### config.mk
export PLATFORM = sky130hd
export DESIGN_NAME = hit_pair_decoder
export DESIGN_NICKNAME = d
export VERILOG_FILES = /design/src/rtl/hit_pair_decoder.sv
export SDC_FILE = /design/constraint.sdc
export NUM_CORES = 1
export LEC_CHECK = 0
export BUFFER_PORTS_ARGS = -buffer_cell sky130_fd_sc_hd__buf_4
export CELL_PAD_IN_SITES_DETAIL_PLACEMENT = 0
export CELL_PAD_IN_SITES_GLOBAL_PLACEMENT = 1
export CORE_MARGIN = 2
export CORE_UTILIZATION = 40
export DETAILED_ROUTE_END_ITERATION = 8
export GPL_TIMING_DRIVEN = 0
export PLACE_DENSITY = 0.77
export SYNTH_ARGS = -nofsm -noshare
export SYNTH_HDL_FRONTEND = slang
export SYNTH_SLANG_ARGS = --single-unit
### constraint.sdc
create_clock -name clk -period 5.3 [get_ports clk]
set_clock_uncertainty 0.2 [all_clocks]
set_input_delay 1.06 -clock clk [delete_from_list [all_inputs] [get_ports clk]]
set_output_delay 1.06 -clock clk [all_outputs]
set_load 0.01 [all_outputs]
### src/rtl/hit_pair_decoder.sv
module hit_pair_decoder #(
  parameter int LINKS = 8,
  parameter int ERR_W = 16
) (
  input  logic             clk,
  input  logic             rst_n,
  input  logic             in_valid,
  input  logic [31:0]      in_data,
  output logic             in_ready,
  output logic             ts_valid,
  output logic [23:0]      ts_data,
  input  logic             ts_ready,
  output logic             hit_valid,
  output logic [7:0]       hit_x,
  output logic [7:0]       hit_y,
  output logic [13:0]      hit_toa,
  output logic [2:0]       hit_link,
  input  logic             hit_ready,
  output logic             oth_valid,
  output logic [7:0]       oth_header,
  output logic [47:0]      oth_data,
  output logic [2:0]       oth_link,
  input  logic             oth_ready,
  output logic [ERR_W-1:0] err_count
);
  localparam int LW = (LINKS > 1) ? $clog2(LINKS) : 1;

  logic [23:0]      pend [LINKS];
  logic [LINKS-1:0] pend_v;
  logic [13:0]      toa_bin;

  wire          take      = in_valid & in_ready;
  wire          is_ts     = in_data[31:24] == 8'h51;
  wire          is_lower  = in_data[24];
  wire [LW-1:0] lnk       = in_data[25 +: LW];
  wire [47:0]   pkt       = {pend[lnk], in_data[23:0]};
  wire          is_hit    = pkt[47:44] == 4'hB;
  wire          chip_take = take & ~is_ts;
  wire          up_take   = chip_take & ~is_lower;
  wire          pair_done = chip_take & is_lower & pend_v[lnk];
  wire          pair_err  = chip_take & (is_lower ? ~pend_v[lnk] : pend_v[lnk]);
  wire [2:0]    pix       = pkt[30:28];
  wire          right     = pix > 3'd3;

  assign in_ready = ~((ts_valid & ~ts_ready) | (hit_valid & ~hit_ready) |
                      (oth_valid & ~oth_ready));

  always_comb begin
    toa_bin[13] = pkt[27];
    for (int i = 12; i >= 0; i--) toa_bin[i] = toa_bin[i+1] ^ pkt[14+i];
  end

  always_ff @(posedge clk) begin
    if (up_take) pend[lnk] <= in_data[23:0];
  end

  always_ff @(posedge clk) begin
    if (!rst_n) begin
      pend_v    <= '0;
      err_count <= '0;
    end else begin
      if (up_take) pend_v[lnk] <= 1'b1;
      else if (pair_done) pend_v[lnk] <= 1'b0;
      if (pair_err) err_count <= err_count + 1'b1;
    end
  end

  always_ff @(posedge clk) begin
    if (!rst_n) begin
      ts_valid <= 1'b0;
      ts_data  <= '0;
    end else if (take & is_ts) begin
      ts_valid <= 1'b1;
      ts_data  <= in_data[23:0];
    end else if (ts_ready) begin
      ts_valid <= 1'b0;
    end
  end

  always_ff @(posedge clk) begin
    if (!rst_n) begin
      hit_valid <= 1'b0;
      hit_x     <= '0;
      hit_y     <= '0;
      hit_toa   <= '0;
      hit_link  <= '0;
    end else if (pair_done & is_hit) begin
      hit_valid <= 1'b1;
      hit_x     <= {pkt[36:31], 2'b00} + {5'd0, pix - {right, 2'b00}};
      hit_y     <= {pkt[43:37], right};
      hit_toa   <= toa_bin;
      hit_link  <= 3'(lnk);
    end else if (hit_ready) begin
      hit_valid <= 1'b0;
    end
  end

  always_ff @(posedge clk) begin
    if (!rst_n) begin
      oth_valid  <= 1'b0;
      oth_header <= '0;
      oth_data   <= '0;
      oth_link   <= '0;
    end else if (pair_done & ~is_hit) begin
      oth_valid  <= 1'b1;
      oth_header <= pkt[47:40];
      oth_data   <= pkt;
      oth_link   <= 3'(lnk);
    end else if (oth_ready) begin
      oth_valid <= 1'b0;
    end
  end
endmodule

==> metrics.txt, run 1 <==
synth-to-layout area growth=23.8%; pin count of the biggest net entering global routing=25; GRT Total Usage=22.1%; vias in the first global route=8546; VDD IR max=0.000286 V; Iter 0 DRT Violations=807; Critical Path Max Stage Delay=1000 ps; R2R Setup Slk=1810 ps; Top Family by Delay on Critical Path=buffers and inverters; register area share after synthesis=66.0%; endpoints failing hold=0; Die Wd=183 µm; worst reg2reg path depth=8; HPWL after DPL=24800 µm; worst hold slack=252 ps; Achievable Freq=0.198 GHz; Yosys cell types=66; Synth Warn #=0; Syn Area/Cell=13.2 µm²; CP Launch Type=input pin; CP Capture Type=flop; origin of the worst min-delay path=ts_data[1]; post-CTS setup buffers=0; max-cap violation count=0; Setup TNS=0 ps; status=completed; Seq cells post-synth=327; # IOs=174; path category of the worst min-delay check=reg2reg; Crit path required time=5220 ps; Synth Flop Type=edfxtp_1; leakage power=0.00573 µW; Clock Latency Late Sink=530 ps; crit-path cells=buf_4 > buf_2 > buf_2 > buf_1 > buf_2 > buf_2 > buf_1 > nand3_1 > inv_1; Final Instance Area=15900 µm²; fraction of layout cells with a size suffix above 1=25.4%; nets=1220; Final period util=95.3%; DIE AREA=33500 µm²; RSZ-0062 raised after global routing=false; Starting Density=40.7%; Hold-fix buffers, CTS=0; DP Cell Count=1544; crit-path max FO=24; Post-CTS Resized=0; RePlAce Congestion=0.834; Worst path slowest cell=inv_1; Worst EP arrival=4970 ps; Antenna Nets Post-Route=0; final WL=37200 µm; clk buf depth=3; # setup viols final=0; Buffers & Inverters on Critical Path=8; Die H=183 µm; syn nets=1009; FP Rows=65; main area contributors after synthesis=edfxtp_1 (45%), dfxtp_1 (21%), mux2i_1 (5.4%); synth cell count leaders=edfxtp_1 (192), dfxtp_1 (135), nor2_1 (99); Max transition margin=10.2%; # H-tree levels=2; first-pass GRT wire length=54700 µm; Worst-Margin Slew=1350 ps; Layout Utilization=50.3%; # clock sinks=327; crit path kind=in2reg; total CTS buffers=36; max-slew violations=0; Mapped Area=12800 µm²; Top cell by count, worst path=buf_2; Root Buffer=clkbuf_16; via/cell ratio=5.54; fin cells=1609; CTS tree=yes; diodes inserted=0; IO buf count=173; origin of the critical flop-to-flop path=oth_valid; RR Endpoint=hit_toa[9]; core box area=31600 µm²; Min-Delay Endpoint=ts_data[1]; most instantiated library cell after synthesis=edfxtp_1; Pre-Repair DR Iteration Count=6; async set-reset flop share out of synthesis=0%; Post-DP Area=14600 µm²; hold depth=2; synthesized instance count=969; Levels on crit path=9; remaining routing DRC violations=0; via count=8916; areal power density over the cells=363 nW/µm²; clk slew on worst S/H paths=60 ps; Synth area leader=edfxtp_1; grt total ovfl=0; EDFF count, synth=192; top-area cell type share of the netlist area=44.9%; Routed WL per cell=23.1 µm; antenna violations before repair=0; Final Critical Period=5050 ps
per-stage QoR:
stage	total power (µW)	setup WS, ps
floorplan	3010	1510
global placement	3160	-290
detailed placement	3170	-280
CTS	5780	251
global route	5930	92.8
finish	5770	247
sequential cells by signal (all words and copies together) (netlist names), named ones only:
signal and flops:
hit_y 8, hit_toa 14, oth_data 40, oth_header 8, ts_data 24, oth_valid 1
ts_valid 1, hit_x 8, hit_link 3, err_count 16, hit_valid 1, oth_link 3
pend 192
final cells by class:
| class | instances | area (µm²) |
|---|---|---|
| buffer | 66 | 340 |
| clock buffer | 43 | 937 |
| clock inverter | 22 | 310 |
| fill | 2742 | 15700 |
| inverter | 16 | 60.1 |
| multi-input combinational | 560 | 3970 |
| sequential | 327 | 8470 |
| tap | 402 | 503 |
| timing repair buffer | 173 | 1300 |
routing by layer:
layer / up-vias / global-route usage [%] / wire, µm
met1: 4467 / 29.5 / 15500
met5: - / 0 / 0
met3: 66 / 3.91 / 2610
met4: 0 / 6.88 / 1080
met2: 360 / 36.8 / 18000
li1: 4023 / - / -
layout by cell type (no fill, tap or decap), types with 4 or more instances in the layout:
cell       Yosys  final
edfxtp_1     192    192
buf_4         11    184
dfxtp_1      135    135
nor2_1        99     99
nand2_1       78     78
mux2i_1       69     69
a21oi_1       57     57
clkbuf_1      30     36
clkbuf_16      0     36
o21ai_0       28     28
a221oi_1      22     22
xnor2_1       20     20
nand3_1       17     17
buf_2         16     16
mux4_2        16     16
mux2_2        14     14
inv_1         13     13
or3_1         12     12
xor2_1        10     10
a211oi_1       9      9
a311oi_1       9      9
nor2b_1        8      8
and3_1         7      7
a221o_1        7      7
a22oi_1        7      7
bufinv_16      0      7
o22ai_1        6      6
and2_1         5      5
clkinv_1       1      5
buf_6          4      4
buf_1          4      4
nand4_1        4      4
o31ai_1        4      4
clkinv_2       0      4
how the worst max path moves through the flow:
stage	start	endpoint	slack [ps]
6_report	in_data[26]	pend[3][1]	250
4_1_cts	in_data[26]	pend[7][1]	250
2_1_floorplan	in_data[26]	pend[2][0]	1510
3_5_place_dp	in_data[26]	pend[3][11]	-280
3_3_place_gp	in_data[26]	pend[3][11]	-290
5_1_grt	in_data[26]	pend[3][1]	90
power breakdown:
group          switching (µW)  internal, µW
sequential               11.6          2720
clock                    1030          1620
combinational             242           140
total                    1290          4480
cell families after synthesis:
logic type | count (synthesis) | synth area share, %
flops | 327 | 66.0
other cells | 1 | 0.0292
fa+ha+maj | 2 | 0.195
xor+xnor | 36 | 3.01
mux | 103 | 9.88
simple gates | 247 | 8.62
compound gates | 171 | 9.16
buf+inv | 82 | 3.12
worst register-to-register path: stages, from the launching register on:
cell and delay, ps:
dfxtp_1 310, nor2b_1 150, or4b_1 600, nor2_1 460
nand3b_1 430, nor2_2 540, buf_2 390, nor2_1 80
a211oi_1 240
Note: power is estimated with default switching activity, not from simulation.
==> inputs of run 2 (changes only) <==
--- a/config.mk
+++ b/config.mk
@@ -8,7 +8,6 @@
 export BUFFER_PORTS_ARGS = -buffer_cell sky130_fd_sc_hd__buf_4
 export CELL_PAD_IN_SITES_DETAIL_PLACEMENT = 0
 export CELL_PAD_IN_SITES_GLOBAL_PLACEMENT = 1
-export CORE_MARGIN = 2
 export CORE_UTILIZATION = 40
 export DETAILED_ROUTE_END_ITERATION = 8
 export GPL_TIMING_DRIVEN = 0
==> metrics.txt, run 2 (same netlist as run 1, synthesis figures left out) <==
most flop-heavy register=pend; RePlAce Congestion=0.871; grt total ovfl=0; status=completed; worst hold slack=251 ps; Die Wd=181 µm; most frequent cells in the layout=edfxtp_1 (192), buf_4 (184), dfxtp_1 (135); max-cap violation count=0; Worst path slowest cell=inv_1; max-slew violations=0; fraction of layout cells with a size suffix above 1=25.6%; total CTS buffers=35; first-pass GRT wire length=55700 µm; endpoints failing hold=0; pin count of the biggest net entering global routing=25; remaining routing DRC violations=0; core box area=31600 µm²; via/cell ratio=5.49; Clock Latency Late Sink=530 ps; crit path kind=in2reg; RSZ-0062 raised after global routing=false; Starting Density=40.7%; Largest regs=pend x192, oth_data x40, ts_data x24; areal power density over the cells=355 nW/µm²; Final Power=5630 µW; clk slew on worst S/H paths=60 ps; final worst setup slack=173 ps; synth-to-layout area growth=23.4%; leakage power=0.00570 µW; GRT Total Usage=22.9%; Worst-Margin Slew=1360 ps; VDD IR max=0.000230 V; Pre-Repair DR Iteration Count=5; Buffers & Inverters on Critical Path=8; Crit path required time=5220 ps; crit-path cells=buf_4 > buf_2 > buf_2 > buf_1 > buf_2 > buf_2 > buf_1 > nand3_1 > inv_1; DIE AREA=32800 µm²; antenna violations before repair=0; Iter 0 DRT Violations=785; Top cell by count, worst path=buf_2; crit-path max FO=24; diodes inserted=0; path category of the worst min-delay check=reg2reg; clk buf depth=3; # H-tree levels=2; Max transition margin=9.26%; Root Buffer=clkbuf_16; # setup viols final=0; nets=1219; Top Family by Delay on Critical Path=buffers and inverters; CP Capture Type=flop; Final period util=96.7%; # clock sinks=327; Achievable Freq=0.195 GHz; Worst EP arrival=5050 ps; HPWL after DPL=24600 µm; post-CTS setup buffers=0; FP Rows=65; IO buf count=173; Critical Path Max Stage Delay=1010 ps; max reg flops=192; Antenna Nets Post-Route=0; # IOs=174; Post-DP Area=14600 µm²; Hold-fix buffers, CTS=0; Final Critical Period=5130 ps; vias in the first global route=8868; via count=8829; Routed WL per cell=23.2 µm; CTS tree=yes; Setup TNS=0 ps; Post-Place Setup Slack=-353 ps; Die H=181 µm; CP Launch Type=input pin; Final Instance Area=15800 µm²; final WL=37200 µm; most common cell after layout, fill and taps aside=edfxtp_1
run 2: cell count changes in the layout (fill, tap and decap cells not counted):
cell and change:
clkinv_2 +2, clkbuf_8 +2, clkinv_1 -2, inv_6 -2, clkbuf_16 +2, bufinv_16 -4, clkinv_8 +1, clkinv_4 +1
inv_1 -2
run 2: final timing paths:
| check | start | end | slack, ps | cells past startpoint |
|---|---|---|---|---|
| setup / recovery | in_data[26] | pend[2][1] | 170 | 9 |
| hold / removal | ts_data[23] | ts_data[23] | 250 | 2 |
| setup reg to reg | oth_valid | hit_toa[9] | 1870 | 8 |
| hold reg to reg | ts_data[23] | ts_data[23] | 250 | 2 |
run 2: timing repair:
action / in CTS / in global routing
gates resized for setup: 0 / 2
endpoints found under the hold margin: 0 / 0
endpoints found under the setup margin: 0 / 25
run 2: power breakdown:
group / internal [µW] / total (µW) / switching [µW]
clock network: 1500 / 2510 / 1010
registers: 2720 / 2730 / 11.9
logic: 140 / 384 / 243
total: 4370 / 5630 / 1260
run 2: stage by stage:
stage          util, %  std cells
2_1_floorplan        -        969
3_3_place_gp      46.4       1544
3_5_place_dp      46.4       1544
4_1_cts           50.2       1607
5_1_grt           50.2       1607
6_report          50.2       1607
run 2: layout make-up:
class                   instances  area (µm²)
flip-flops and latches        327        8470
fillers                      2782       15700
well taps                     402         503
repair buffers                173        1300
multi-input cells             560        3970
clock inverters                16         185
plain buffers                  66         340
clock buffers                  47        1010
inverters                      16        67.6
run 2: metal layers:
layer | part of all wire [%] | global-route usage, %
met5 | 0 | 0
met4 | 3.5 | 8.98
met3 | 7.5 | 4.13
met2 | 48 | 37.5
met1 | 41 | 30.1
run 2: worst reg2reg max path: stages, from the launching register on:
cell	delay [ps]
dfxtp_1	310
nor2b_1	150
or4b_1	610
nor2_1	440
nand3b_1	430
nor2_2	540
buf_2	380
nor2_1	70
a211oi_1	200
